File: src/rtl/pgood_strap_seq.sv
module pgood_strap_seq #(
  parameter int DLY_CYC    = 31250,
  parameter int RELOCK_CYC = 200000,
  parameter int NDIF       = 3
) (
  input  logic            clk,
  input  logic            rst_n,
  input  logic            supply_ok,
  input  logic            pg_pd_pin,
  input  logic            fs_a,
  input  logic            fs_b,
  input  logic            fs_c,
  input  logic            fs_c_hi,
  input  logic            itp_strap,
  input  logic            sel96_strap,
  input  logic            req_strap,
  input  logic            ckc_rise,
  input  logic            ckc_fall,
  input  logic            se_fall,
  input  logic [NDIF-1:0] dif_tri_mode,
  output logic            strap_vld,
  output logic [2:0]      fs_lat,
  output logic            itp_lat,
  output logic            sel96_lat,
  output logic            req_lat,
  output logic            test_mode,
  output logic [1:0]      cpu_freq,
  output logic            freq_ok,
  output logic            vco_en,
  output logic            out_en,
  output logic            se_hold,
  output logic [NDIF-1:0] dif_hold_hi,
  output logic [NDIF-1:0] dif_hold_z
);
  localparam int DW = $clog2(DLY_CYC + 1);
  localparam int RW = $clog2(RELOCK_CYC + 1);
  localparam int TW = (DW > RW) ? DW : RW;

  typedef enum logic [2:0] {
    S_SUPPLY, S_DELAY, S_WAITPG, S_RUN, S_PARK, S_OFF, S_RELOCK
  } st_t;

  st_t          st;
  logic [1:0]   pin_sy;
  logic [TW-1:0] tmr;
  logic         qual;
  logic         dif_done;
  logic         latch_now;
  wire          pin_s = pin_sy[1];

  always_ff @(posedge clk or negedge rst_n)
    if (!rst_n) pin_sy <= 2'b11;
    else        pin_sy <= {pin_sy[0], pg_pd_pin};

  assign latch_now = !pin_s && (st == S_WAITPG || (st == S_RUN && test_mode));

  always_ff @(posedge clk or negedge rst_n)
    if (!rst_n) begin
      fs_lat    <= '0;
      itp_lat   <= 1'b0;
      sel96_lat <= 1'b0;
      req_lat   <= 1'b0;
      test_mode <= 1'b0;
      strap_vld <= 1'b0;
    end else if (latch_now) begin
      fs_lat    <= {fs_c, fs_b, fs_a};
      itp_lat   <= itp_strap;
      sel96_lat <= sel96_strap;
      req_lat   <= req_strap;
      test_mode <= fs_c_hi;
      strap_vld <= 1'b1;
    end

  always_ff @(posedge clk or negedge rst_n)
    if (!rst_n) begin
      st       <= S_SUPPLY;
      tmr      <= '0;
      qual     <= 1'b0;
      se_hold  <= 1'b0;
      dif_done <= 1'b0;
    end else begin
      case (st)
        S_SUPPLY: if (supply_ok) begin st <= S_DELAY; tmr <= '0; end
        S_DELAY:
          if (tmr == TW'(DLY_CYC - 1)) st <= S_WAITPG;
          else tmr <= tmr + 1'b1;
        S_WAITPG: if (!pin_s) begin st <= S_RUN; qual <= 1'b0; end
        S_RUN:
          if (!test_mode && ckc_rise) begin
            if (!pin_s)    qual <= 1'b0;
            else if (qual) begin qual <= 1'b0; st <= S_PARK; end
            else           qual <= 1'b1;
          end
        S_PARK: begin
          if (se_fall)  se_hold  <= 1'b1;
          if (ckc_fall) dif_done <= 1'b1;
          if ((se_hold || se_fall) && (dif_done || ckc_fall)) st <= S_OFF;
        end
        S_OFF: if (!pin_s) begin st <= S_RELOCK; tmr <= '0; end
        S_RELOCK:
          if (tmr == TW'(RELOCK_CYC - 1)) begin
            st       <= S_RUN;
            se_hold  <= 1'b0;
            dif_done <= 1'b0;
          end else tmr <= tmr + 1'b1;
        default: st <= S_SUPPLY;
      endcase
    end

  always_comb begin
    freq_ok  = 1'b1;
    case (fs_lat)
      3'b101:  cpu_freq = 2'd0;
      3'b001:  cpu_freq = 2'd1;
      3'b011:  cpu_freq = 2'd2;
      3'b010:  cpu_freq = 2'd3;
      default: begin cpu_freq = 2'd0; freq_ok = 1'b0; end
    endcase
  end

  assign vco_en      = (st != S_SUPPLY) && (st != S_OFF);
  assign out_en      = (st == S_RUN);
  assign dif_hold_hi = {NDIF{dif_done}} & ~dif_tri_mode;
  assign dif_hold_z  = {NDIF{dif_done}} &  dif_tri_mode;

  logic [2:0] pk_age;
  always_ff @(posedge clk or negedge rst_n)
    if (!rst_n) pk_age <= '0;
    else if (st != S_PARK || dif_done) pk_age <= '0;
    else if (ckc_rise && pk_age != 3'd7) pk_age <= pk_age + 1'b1;

  a_r3_latch_on_low: assert property (@(posedge clk) disable iff (!rst_n)
    $rose(strap_vld) |-> $past(!pin_s) && $past(st == S_WAITPG));
  a_r4_straps_frozen: assert property (@(posedge clk) disable iff (!rst_n)
    (strap_vld && $past(strap_vld) && !$past(test_mode))
      |-> $stable({fs_lat, itp_lat, sel96_lat, req_lat, test_mode}));
  a_r6_test_keeps_running: assert property (@(posedge clk) disable iff (!rst_n)
    (test_mode && strap_vld) |-> out_en);
  a_r7_two_edges: assert property (@(posedge clk) disable iff (!rst_n)
    $fell(out_en) |-> $past(ckc_rise) && $past(pin_s) && $past(qual));
  a_r9_park_window: assert property (@(posedge clk) disable iff (!rst_n)
    (st == S_PARK && !dif_done) |-> pk_age <= 3'd4);
  a_r10_vco_after_park: assert property (@(posedge clk) disable iff (!rst_n)
    (!vco_en && strap_vld) |-> se_hold && ((dif_hold_hi | dif_hold_z) == {NDIF{1'b1}}));
  a_r11_holds_off_when_running: assert property (@(posedge clk) disable iff (!rst_n)
    out_en |-> !se_hold && dif_hold_hi == '0 && dif_hold_z == '0);
endmodule

File: config.mk
export PLATFORM = sky130hd
export DESIGN_NAME = pgood_strap_seq
export DESIGN_NICKNAME = d
export VERILOG_FILES = /design/src/rtl/pgood_strap_seq.sv
export SDC_FILE = /design/constraint.sdc
export NUM_CORES = 1
export LEC_CHECK = 0
export ABC_AREA = 1
export BUFFER_PORTS_ARGS = -buffer_cell sky130_fd_sc_hd__buf_2
export CAP_MARGIN = 5
export CORE_MARGIN = 2
export CORE_UTILIZATION = 56
export CTS_CLUSTER_DIAMETER = 200
export CTS_CLUSTER_SIZE = 30
export DETAILED_ROUTE_END_ITERATION = 8
export GPL_ROUTABILITY_DRIVEN = 1
export PLACE_DENSITY_LB_ADDON = 0.1
export SETUP_SLACK_MARGIN = 0.4
export SLEW_MARGIN = 20
export SYNTH_ARGS = -nofsm -noshare
export SYNTH_HDL_FRONTEND = slang
export SYNTH_SLANG_ARGS = --single-unit
File: constraint.sdc
create_clock -name clk -period 2.2 [get_ports clk]
set_input_delay 0.33 -clock clk [delete_from_list [all_inputs] [get_ports clk]]
set_output_delay 0.33 -clock clk [all_outputs]
set_load 0.005 [all_outputs]
==> insert_results.sql, run 1 <==
INSERT INTO impl_metrics (metric_group, metric, value, unit) VALUES
('sta', 'timing.final.crit_share', '76.9', '%'),
('setup_path', 'crit_arrival', '1930', 'ps'),
('clocking', 'cts_resized', '0', ''),
('worst_hold_path', 'timing.hold.worst.class', 'in2async', ''),
('routing', 'drt_drc_violations_left', '0', ''),
('sta', 'clock_skew', '3.15', 'ps'),
('clocking', 'htree_num_levels', '2', ''),
('synth', 'synth_cell_types', '31', ''),
('global_route', 'globalRouteOverflowTotal', '0', ''),
('routing', 'detail_route.vias_per_cell', '5.18', ''),
('setup_path', 'slowest_stage', 'sky130_fd_sc_hd__dfrtp_2', ''),
('die', 'die_height', '66.5', 'µm'),
('sta', 'final.min_clock_period', '1690', 'ps'),
('clocking', 'worst_skew_pair.late_latency', '290', 'ps'),
('synth', 'number_of_storage_elements_in_the_synthesis_netlist', '34', ''),
('finish', 'final_cells', '403', ''),
('finish', 'synthToLayoutAreaGrowth', '15.3', '%'),
('global_route', 'first_global_vias', '1832', ''),
('clocking', 'cts_hold_buffers', '0', ''),
('clocking', 'clk_buf_depth', '2', ''),
('power', 'max_vdd_drop', '0.628', 'mV'),
('place', 'post-dp-hpwl', '3.59', 'mm'),
('sta', 'tightest_slew', '755', 'ps'),
('finish', 'antenna_cells_inserted', '0', ''),
('flow_run', 'max_cap_viol_count', '0', ''),
('setup_path', 'r2r.worst_path.cells', '7', ''),
('place', 'placed_insts', '394', ''),
('clocking', 'clkSinkCount', '34', ''),
('global_route', 'grt_max_degree', '35', ''),
('setup_path', 'cell_class_contributing_the_biggest_share_of_worst_path_delay', 'simple AND/OR/NAND/NOR gates', ''),
('sta', 'setup_viol', '0', ''),
('place', 'gp_routability_congestion', '0.881', ''),
('sta', 'final.setup.tns', '0', 'ps'),
('global_route', 'antenna_found_initial', '0', ''),
('setup_path', 'required_time_of_the_worst_setup_path', '2440', 'ps'),
('routing', 'antenna_violating_nets_post_route', '0', ''),
('place', 'placement.cell_area', '2390', 'µm²'),
('sta', 'slew_viol_final', '0', ''),
('routing', 'drtPass1Iterations', '5', ''),
('sta', 'rsz0062_at_grt', 'true', ''),
('outcome', 'status', 'completed', ''),
('setup_path', 'critical_path.endpoint_type', 'flip-flop', ''),
('sta', 'hold_slack', '95.3', 'ps'),
('clocking', 'post_cts.repair.setup_buffers', '0', ''),
('global_route', 'globalRouteTotalUtil', '24.0', '%'),
('finish', 'post_route_cells_drive_above_1_share', '22.3', '%'),
('routing', 'detailroute.via_count', '2087', ''),
('clocking', 'tritoncts_clock_tree', 'done', ''),
('synth', 'synth_top_cell_by_area', 'sky130_fd_sc_hd__dfrtp_1', ''),
('setup_path', 'r2r-end', 'tmr[12]', ''),
('synth', 'yosys.area.top_type_share', '36.6', '%'),
('setup_path', 'cp.buffers_inverters', '0', ''),
('clocking', 'cts_buffers', '5', ''),
('synth', 'synth_warnings', '0', ''),
('die', 'coreArea', '3720', 'µm²'),
('setup_path', 'critical_path.cell_chain', 'ha_1, nand3_2, nor2_4, nand4_2, nand3_2, nand2_1, nand2_1', ''),
('synth', 'netlist_top_cells_area', 'sky130_fd_sc_hd__dfrtp_1 37%, sky130_fd_sc_hd__nand2_1 20%, sky130_fd_sc_hd__nor2_1 7.2%', ''),
('synth', 'mappedNetlistNets', '333', ''),
('routing', 'routed_wirelength', '4.97', 'mm'),
('setup_path', 'worstReg2RegStart', 'tmr[0]', ''),
('synth', 'synth_seq_area_share', '39.0', '%'),
('synth', 'postSynthCellCount', '314', ''),
('die', 'floorplan.initialDensity', '58.9', '%'),
('sta', 'finalHoldViolations', '0', ''),
('finish', 'final_nets', '373', ''),
('setup_path', 'regToRegSetupSlack', '510', 'ps'),
('clocking', 'clk_transition_reported_paths', '80', 'ps'),
('finish', 'post_route_cell_area', '2520', 'µm²'),
('die', 'design.die.area', '4430', 'µm²'),
('routing', 'drt-initial-drc-count', '166', ''),
('power', 'p_per_area', '1200', 'nW/µm²');
-- power breakdown --
part	switching, mW	internal (mW)
logic	0.808	0.503
registers	0.290	0.843
clock network	0.258	0.337
-- worst reg2reg max path: cells and delay by family (launching register included) --
family,cells,cell delay [ps]
simple gates,6,960
flops,1,450
fa+ha+maj,1,230
-- cell type report --
cell class | count | area [µm²]
Clock inverter | 3 | 45.0
Timing Repair Buffer | 36 | 180
Clock buffer | 5 | 68.8
Tap cell | 48 | 60.1
Multi-Input combinational cell | 237 | 1160
Fill cell | 324 | 1190
Sequential cell | 34 | 855
Inverter | 40 | 153
-- flip-flops by register name, summed over array words and instances (netlist names) --
name       count
req_lat        1
pin_sy         2
tmr           18
fs_lat         3
test_mode      1
itp_lat        1
se_hold        1
sel96_lat      1
st             3
dif_done       1
strap_vld      1
qual           1
-- cells by family (layout without fill, tap and decap cells) --
group                      count (synthesis)  after routing  share of synthesized area, %
xor gates and xnor gates                   5              5                          2.00
buffers and inverters                     44             84                          8.57
muxes                                      6              6                          3.09
adders and majority gates                  2              2                          1.14
AOI/OAI and AO/OA                         13             13                          3.66
DFF                                       34             34                          39.0
and+or+nand+nor                          210            211                          42.6
-- per-layer routing --
layer,routed length (µm),global-route usage (%),vias to the layer above
li1,-,-,1062
met1,2300,31.9,952
met2,2340,39.4,68
met3,277,5.74,5
met4,49,6.12,0
met5,0,0,-
-- through the flow --
stage / utilization, % / power, mW / setup slack (ps)
finish: 67.9 / 3.04 / 509
CTS: 67.5 / 3.01 / 425
global placement: 64.4 / 2.36 / 518
floorplan: - / 2.05 / 668
global route: 67.9 / 3.29 / 381
detailed placement: 64.4 / 2.41 / 439
-- how the worst max path moves through the flow --
stage               startpoint  slack [ps]  depth (start not counted)      end
finish                  tmr[0]         510                          7  tmr[12]
global route            tmr[0]         380                          7   tmr[7]
CTS                     tmr[0]         420                          8   tmr[8]
detailed placement      tmr[0]         440                          8   tmr[8]
global placement        tmr[0]         520                          8   tmr[8]
floorplan               tmr[0]         670                          9   tmr[9]
-- layout by cell type, fill, tap and decap left out --
cell type	synthesis	layout
sky130_fd_sc_hd__nor3_2	1	1
sky130_fd_sc_hd__bufinv_16	0	1
sky130_fd_sc_hd__clkbuf_8	0	5
sky130_fd_sc_hd__o211ai_2	1	1
sky130_fd_sc_hd__buf_2	1	36
sky130_fd_sc_hd__o211ai_1	1	1
sky130_fd_sc_hd__ha_1	2	2
sky130_fd_sc_hd__clkinvlp_4	0	2
sky130_fd_sc_hd__nand4_2	1	1
sky130_fd_sc_hd__dfrtp_1	32	31
sky130_fd_sc_hd__a21oi_1	2	2
sky130_fd_sc_hd__inv_4	1	1
sky130_fd_sc_hd__o21ai_0	7	7
sky130_fd_sc_hd__nand2_1	115	115
sky130_fd_sc_hd__nand4_1	8	8
sky130_fd_sc_hd__nor2_4	1	1
sky130_fd_sc_hd__nor2_1	42	42
sky130_fd_sc_hd__nand2_4	0	1
sky130_fd_sc_hd__nor3_1	2	2
sky130_fd_sc_hd__mux2_2	6	6
sky130_fd_sc_hd__inv_1	37	37
sky130_fd_sc_hd__nand3_2	4	5
sky130_fd_sc_hd__or2_2	4	4
sky130_fd_sc_hd__dfrtp_2	0	1
sky130_fd_sc_hd__nand3_4	1	1
sky130_fd_sc_hd__o21a_1	1	1
sky130_fd_sc_hd__xor2_1	4	4
sky130_fd_sc_hd__o31ai_1	1	1
sky130_fd_sc_hd__dfstp_2	2	2
sky130_fd_sc_hd__nand3_1	22	22
sky130_fd_sc_hd__xnor2_1	1	1
sky130_fd_sc_hd__nor2_2	5	5
sky130_fd_sc_hd__inv_2	2	2
sky130_fd_sc_hd__nand2_2	4	3
-- cells in the mapped netlist --
master and number:
sky130_fd_sc_hd__nand2_1 115, sky130_fd_sc_hd__nand3_2 4, sky130_fd_sc_hd__dfrtp_1 32, sky130_fd_sc_hd__nand3_4 1
sky130_fd_sc_hd__inv_2 2, sky130_fd_sc_hd__ha_1 2, sky130_fd_sc_hd__o21a_1 1, sky130_fd_sc_hd__xnor2_1 1
sky130_fd_sc_hd__buf_4 1, sky130_fd_sc_hd__o211ai_1 1, sky130_fd_sc_hd__o31ai_1 1, sky130_fd_sc_hd__xor2_1 4
sky130_fd_sc_hd__nor3_1 2, sky130_fd_sc_hd__nor3_2 1, sky130_fd_sc_hd__a21oi_1 2, sky130_fd_sc_hd__nor2_2 5
sky130_fd_sc_hd__o211ai_2 1, sky130_fd_sc_hd__buf_6 2, sky130_fd_sc_hd__nor2_4 1, sky130_fd_sc_hd__mux2_2 6
sky130_fd_sc_hd__nand3_1 22, sky130_fd_sc_hd__nor2_1 42, sky130_fd_sc_hd__nand4_2 1, sky130_fd_sc_hd__inv_4 1
sky130_fd_sc_hd__buf_2 1, sky130_fd_sc_hd__o21ai_0 7, sky130_fd_sc_hd__nand4_1 8, sky130_fd_sc_hd__or2_2 4
sky130_fd_sc_hd__dfstp_2 2, sky130_fd_sc_hd__nand2_2 4, sky130_fd_sc_hd__inv_1 37
(Power assumes the default switching activity.)
==> inputs of run 2 (changes only) <==
Clock period 2.2 ns to 1.6 ns, I/O delays scaled along.
==> run 2 against run 1 <==
  * The run now ends with negative setup slack left
  * Register-to-register slack got worse by 670 ps
  * Die area unchanged
  * Core utilization increased by 20 points
  * Fmax decreased by 3.7%
  * Worst hold slack got worse by 66 ps
  * Count of clock-buffer cells in the layout unchanged
  * Clock skew increased by 3.7 ps
==> insert_results.sql, run 2 (synthesized netlist as in run 1, its figures left out) <==
INSERT INTO impl_metrics (metric_group, metric, value, unit) VALUES
('sta', 'rsz0062_at_grt', 'true', ''),
('sta', 'finalHoldViolations', '0', ''),
('finish', 'final.fill_count', '170', ''),
('finish', 'most_flop_heavy_register', 'tmr', ''),
('finish', 'footprint_of_the_flip_flops_and_latches', '865', 'µm²'),
('sta', 'clock_skew', '6.89', 'ps'),
('setup_path', 'crit_arrival', '1950', 'ps'),
('power', 'fin_total_pwr', '5.84', 'mW'),
('sta', 'final.min_clock_period', '1760', 'ps'),
('routing', 'drtPass1Iterations', '5', ''),
('finish', 'antenna_cells_inserted', '0', ''),
('clocking', 'worst_skew_pair.late_latency', '300', 'ps'),
('die', 'design.die.area', '4430', 'µm²'),
('setup_path', 'worstSetupStartpoint', 'tmr[9]', ''),
('global_route', 'grt_pass1_wl', '9.98', 'mm'),
('sta', 'hold_slack', '29.1', 'ps'),
('finish', 'largest_registers', 'tmr x18, fs_lat x3, st x3', ''),
('setup_path', 'timing.critical_path.fanout_max', '6', ''),
('sta', 'slew_headroom', '72.2', '%'),
('sta', 'tightest_slew', '413', 'ps'),
('die', 'io_pins', '37', ''),
('setup_path', 'required_time_of_the_worst_setup_path', '1800', 'ps'),
('die', 'dieWidth', '66.5', 'µm'),
('finish', 'flip_flop_count_of_the_largest_register_all_copies_and_words_added', '18', ''),
('clocking', 'htree_num_levels', '2', ''),
('place', 'port_buffers', '36', ''),
('sta', 'slew_viol_final', '0', ''),
('routing', 'routed_wirelength', '7.89', 'mm'),
('worst_hold_path', 'timing.hold.worst.class', 'in2reg', ''),
('finish', 'multiInputGateArea', '1500', 'µm²'),
('die', 'rows', '22', ''),
('finish', 'post_route_cells_drive_above_1_share', '44.5', '%'),
('global_route', 'globalRouteOverflowTotal', '0', ''),
('clocking', 'cts_root_buf', 'sky130_fd_sc_hd__clkbuf_8', ''),
('routing', 'drt-initial-drc-count', '432', ''),
('clocking', 'clk_transition_reported_paths', '80', 'ps'),
('setup_path', 'critical_path.endpoint_type', 'flip-flop', ''),
('place', 'gp_routability_congestion', '0.992', ''),
('clocking', 'cts_buffers', '5', ''),
('power', 'p_per_area', '1780', 'nW/µm²'),
('sta', 'timing.fmax', '569', 'MHz'),
('outcome', 'failed_checks', 'negative setup slack', ''),
('setup_path', 'cp-endpoint', 'st[0]', ''),
('power', 'max_vdd_drop', '1.25', 'mV'),
('clocking', 'clkSinkCount', '34', ''),
('sta', 'setup_viol', '21', ''),
('setup_path', 'worst-setup-path-type', 'reg2reg', ''),
('clocking', 'clk_buf_depth', '2', ''),
('die', 'die_height', '66.5', 'µm'),
('flow_run', 'max_cap_viol_count', '0', ''),
('setup_path', 'r2r-end', 'st[0]', ''),
('routing', 'drt_drc_violations_left', '0', ''),
('finish', 'final_cell_mix', '98 x sky130_fd_sc_hd__nand2_1, 34 x sky130_fd_sc_hd__buf_2, 31 x sky130_fd_sc_hd__inv_1', ''),
('sta', 'setup_slack', '-156', 'ps'),
('finish', 'final_nets', '416', ''),
('die', 'floorplan.initialDensity', '58.9', '%'),
('finish', 'post_route_cell_area', '3270', 'µm²'),
('outcome', 'status', 'finished with violations', ''),
('setup_path', 'worstReg2RegStart', 'tmr[9]', ''),
('clocking', 'tritoncts_clock_tree', 'done', ''),
('global_route', 'grt_max_degree', '19', ''),
('setup_path', 'regToRegSetupSlack', '-160', 'ps'),
('routing', 'antenna_violating_nets_post_route', '0', ''),
('power', 'p_leak', '1.63', 'nW'),
('global_route', 'antenna_found_initial', '0', ''),
('place', 'post-dp-hpwl', '3.78', 'mm'),
('setup_path', 'critPathLaunchType', 'flip-flop', ''),
('sta', 'timing.final.crit_share', '110', '%'),
('finish', 'synthToLayoutAreaGrowth', '49.5', '%'),
('finish', 'layout_commonest_cell', 'sky130_fd_sc_hd__nand2_1', ''),
('routing', 'detail_route.vias_per_cell', '5.75', ''),
('global_route', 'first_global_vias', '2222', ''),
('routing', 'post_drt_wl_per_cell', '17.7', 'µm'),
('routing', 'detailroute.via_count', '2566', ''),
('setup_path', 'r2r.worst_path.cells', '9', ''),
('global_route', 'globalRouteTotalUtil', '30.5', '%'),
('die', 'coreArea', '3720', 'µm²'),
('place', 'placement.cell_area', '2560', 'µm²');
-- run 2: report_power, final --
part           switching [mW]  total [mW]  leakage (nW)  internal [mW]
clock                   0.367       0.830        0.0504          0.464
combinational            1.86        3.38          1.16           1.52
sequential              0.457        1.63         0.414           1.17
-- run 2: stage by stage --
| stage | setup TNS (ps) | util (%) | worst slack (ps) | std cells |
|---|---|---|---|---|
| final | -1410 | 88.1 | -156 | 446 |
| after global routing | -2670 | 88.1 | -211 | 446 |
| after CTS | 0 | 80.3 | 89.0 | 433 |
| after detailed placement | 0 | 68.8 | 24.1 | 403 |
| after global placement | 0 | 68.8 | 65.5 | 403 |
| after floorplan | 0 | - | 174 | 314 |
-- run 2: what timing repair did --
item,4_1_cts,5_1_grt
setup buffers,17,12
hold buffers,1,0
resized for setup,34,56
endpoints found under the setup margin,39,45
cloned,4,1
hold endpoints to repair,16,0
pin swaps,18,17
-- run 2: worst max-delay path: stages (launching register included) --
cell	delay [ps]
sky130_fd_sc_hd__dfrtp_1	480
sky130_fd_sc_hd__inv_1	130
sky130_fd_sc_hd__nand2_1	100
sky130_fd_sc_hd__nor2_2	260
sky130_fd_sc_hd__nand3_2	140
sky130_fd_sc_hd__nand2_2	150
sky130_fd_sc_hd__buf_6	140
sky130_fd_sc_hd__nand3_4	90
sky130_fd_sc_hd__nand2_1	100
sky130_fd_sc_hd__nand2_1	50
-- run 2: final cells by class --
| cell class | count | share of cell area [%] |
|---|---|---|
| inverter | 40 | 5.04 |
| timing repair inverter | 1 | 0.191 |
| clock inverter | 3 | 1.38 |
| multi-input combinational | 240 | 45.7 |
| sequential | 34 | 26.4 |
| timing repair buffer | 75 | 17.3 |
| clock buffer | 5 | 2.10 |
| tap | 48 | 1.83 |
-- run 2: worst min path at each step --
| stage | cells after the start | to | slack [ps] | start |
|---|---|---|---|---|
| after floorplan | 0 | dif_done | -60 | rst_n |
| after global placement | 1 | tmr[12] | 190 | rst_n |
| after detailed placement | 1 | tmr[12] | 190 | rst_n |
| after CTS | 1 | pin_sy[0] | 40 | pg_pd_pin |
| after global routing | 1 | pin_sy[0] | 20 | pg_pd_pin |
| final | 1 | pin_sy[0] | 30 | pg_pd_pin |
-- run 2: metal layers --
layer  global-route usage [%]  part of all wire [%]  routed length (µm)
met3                     7.43                   8.5                 671
met5                        0                     0                   0
met4                     11.0                   5.9                 464
met1                     37.0                    37                2910
met2                     52.3                    49                3850
==> inputs of run 3 (changes only) <==
Settings changed: RECOVER_POWER set to 25.
==> run 3 against run 2 <==
  * The run still ends with negative setup slack left
  * Clock power about the same
  * Sequential power about the same
  * Final cell count unchanged
  * Register-to-register slack about the same
  * Combinational power about the same
  * Non-clock buffer count unchanged
  * Fmax increased by 0.73%
  * Sequential share of layout area about the same
  * Wire length increased by 0.23%
  * Critical endpoint unchanged
  * Largest cell class unchanged
  * Largest power group unchanged
  * Highest routed layer unchanged
==> insert_results.sql, run 3 (synthesized netlist as in run 1, its figures left out) <==
INSERT INTO impl_metrics (metric_group, metric, value, unit) VALUES
('finish', 'synthToLayoutAreaGrowth', '49.5', '%'),
('routing', 'detail_route.vias_per_cell', '5.82', ''),
('sta', 'setup_viol', '17', ''),
('sta', 'setup_slack', '-143', 'ps'),
('place', 'port_buffers', '36', ''),
('die', 'floorplan.initialDensity', '58.9', '%'),
('clocking', 'cts_buffers', '5', ''),
('setup_path', 'slowest_stage', 'sky130_fd_sc_hd__dfrtp_1', ''),
('finish', 'final_nets', '416', ''),
('setup_path', 'timing.critical_path.fanout_max', '6', ''),
('clocking', 'clk_transition_reported_paths', '80', 'ps'),
('finish', 'final_cell_mix', '98 x sky130_fd_sc_hd__nand2_1, 33 x sky130_fd_sc_hd__buf_2, 31 x sky130_fd_sc_hd__inv_1', ''),
('sta', 'slew_viol_final', '0', ''),
('sta', 'final.min_clock_period', '1740', 'ps'),
('finish', 'flip_flop_count_of_the_largest_register_all_copies_and_words_added', '18', ''),
('setup_path', 'critical_path.endpoint_type', 'flip-flop', ''),
('power', 'max_vdd_drop', '1.25', 'mV'),
('sta', 'timing.final.crit_share', '109', '%'),
('die', 'die_height', '66.5', 'µm'),
('global_route', 'antenna_found_initial', '0', ''),
('sta', 'rsz0062_at_grt', 'true', ''),
('power', 'comb_power_share', '58.0', '%'),
('sta', 'clock_skew', '6.75', 'ps'),
('place', 'post-dp-hpwl', '3.78', 'mm'),
('outcome', 'status', 'finished with violations', ''),
('sta', 'hold_slack', '29.3', 'ps'),
('power', 'p_per_area', '1790', 'nW/µm²'),
('die', 'rows', '22', ''),
('routing', 'post_drt_wl_per_cell', '17.7', 'µm'),
('routing', 'antenna_violating_nets_post_route', '0', ''),
('finish', 'largest_registers', 'tmr x18, fs_lat x3, st x3', ''),
('clocking', 'clk_buf_depth', '2', ''),
('sta', 'slew_headroom', '33.8', '%'),
('finish', 'post_route_cells_drive_above_1_share', '44.2', '%'),
('clocking', 'clkSinkCount', '34', ''),
('setup_path', 'critPathLaunchType', 'flip-flop', ''),
('finish', 'post_route_cell_area', '3270', 'µm²'),
('place', 'placement.cell_area', '2560', 'µm²'),
('die', 'coreArea', '3720', 'µm²'),
('clocking', 'cts_root_buf', 'sky130_fd_sc_hd__clkbuf_8', ''),
('setup_path', 'required_time_of_the_worst_setup_path', '1800', 'ps'),
('global_route', 'grt_max_degree', '19', ''),
('routing', 'routed_wirelength', '7.91', 'mm'),
('power', 'power.net_switching', '2.70', 'mW'),
('clocking', 'worst_skew_pair.late_latency', '300', 'ps'),
('finish', 'antenna_cells_inserted', '0', ''),
('global_route', 'globalRouteOverflowTotal', '0', ''),
('routing', 'detailroute.via_count', '2597', ''),
('outcome', 'failed_checks', 'negative setup slack', ''),
('power', 'p_leak', '1.62', 'nW'),
('routing', 'drt-initial-drc-count', '435', ''),
('power', 'pwr-share-clk', '14.1', '%'),
('setup_path', 'crit_path_max_incr_delay', '480', 'ps'),
('finish', 'layout_commonest_cell', 'sky130_fd_sc_hd__nand2_1', ''),
('setup_path', 'critical_path.cell_chain', 'inv_1, nand2_1, nor2_2, nand3_2, nand2_2, buf_6, nand3_4, nand2_1, nand2_1', ''),
('global_route', 'globalRouteTotalUtil', '30.5', '%'),
('setup_path', 'cp_common_cell', 'sky130_fd_sc_hd__nand2_1', ''),
('routing', 'drt_drc_violations_left', '0', ''),
('sta', 'final.setup.tns', '-1290', 'ps'),
('power', 'switching_share', '46.1', '%'),
('place', 'gp_routability_congestion', '0.992', ''),
('sta', 'finalHoldViolations', '0', ''),
('flow_run', 'max_cap_viol_count', '0', ''),
('clocking', 'htree_num_levels', '2', ''),
('clocking', 'tritoncts_clock_tree', 'done', ''),
('routing', 'drtPass1Iterations', '6', ''),
('sta', 'tightest_slew', '994', 'ps'),
('setup_path', 'worst-setup-path-type', 'reg2reg', ''),
('die', 'design.die.area', '4430', 'µm²'),
('global_route', 'grt_pass1_wl', '9.98', 'mm'),
('setup_path', 'crit_arrival', '1940', 'ps'),
('power', 'seq_power_share', '27.9', '%'),
('worst_hold_path', 'timing.hold.worst.class', 'in2reg', ''),
('power', 'cell_internal_power_dissipation', '3.16', 'mW'),
('finish', 'most_flop_heavy_register', 'tmr', ''),
('global_route', 'first_global_vias', '2222', ''),
('die', 'io_pins', '37', ''),
('die', 'dieWidth', '66.5', 'µm'),
('sta', 'timing.fmax', '574', 'MHz');
==> run 3: cell types whose count changed in the layout (fill, tap and decap cells not counted), sizes merged <==
cell    previous run  this run
buf               74        73
clkbuf             5         6
==> run 3: critical path, delay by kind of cell (launching register included) <==
| family | cells | cell delay [ps] |
|---|---|---|
| flops | 1 | 480 |
| buf+inv | 2 | 270 |
| simple gates | 7 | 880 |
==> run 3: per-stage QoR <==
stage | utilization [%] | setup slack, ps | power (mW) | instances
6_report | 88.1 | -143 | 5.85 | 446
5_1_grt | 88.1 | -211 | 6.11 | 446
4_1_cts | 80.3 | 89.0 | 5.04 | 433
3_5_place_dp | 68.8 | 24.1 | 3.53 | 403
3_3_place_gp | 68.8 | 65.5 | 3.46 | 403
2_1_floorplan | - | 174 | 2.97 | 314
==> run 3: cell type report <==
class	instances	area, µm²
clock buffers	5	68.8
clock inverters	3	45.0
fillers	171	443
inverters	40	165
multi-input cells	240	1500
flip-flops and latches	34	865
well taps	48	60.1
repair buffers	75	566
repair inverters	1	6.26
==> run 3: per-layer routing <==
metal	routed length, µm	track usage, %
met5	0	0
met3	668	7.43
met2	3820	52.3
met1	2900	37.0
met4	512	11.0
==> run 3: power by group through the flow <==
stage               combinational (mW)  clock [mW]  sequential, mW
floorplan                         1.50           0            1.47
global placement                  1.91           0            1.55
detailed placement                1.97           0            1.57
CTS                               2.67       0.821            1.55
global route                      3.58       0.865            1.66
finish                            3.39       0.828            1.63
==> run 3: path summary, 6_finish.rpt <==
check | endpoint | startpoint | cells past startpoint | slack [ps]
min | pin_sy[0] | pg_pd_pin | 1 | 30
max | st[0] | tmr[9] | 9 | -140
min in group asynchronous | req_lat | rst_n | 2 | 620
max reg2reg | st[0] | tmr[9] | 9 | -140
max in group asynchronous | pin_sy[1] | rst_n | 3 | 280
min reg2reg | pin_sy[1] | pin_sy[0] | 0 | 360
==> run 3: repair_timing <==
item,CTS,global route
gates resized for setup,34,56
endpoints found under the hold margin,16,0
pin swaps,18,17
setup endpoints to repair,39,45
gates cloned,4,1
hold buffers,1,0
buffers inserted,17,12
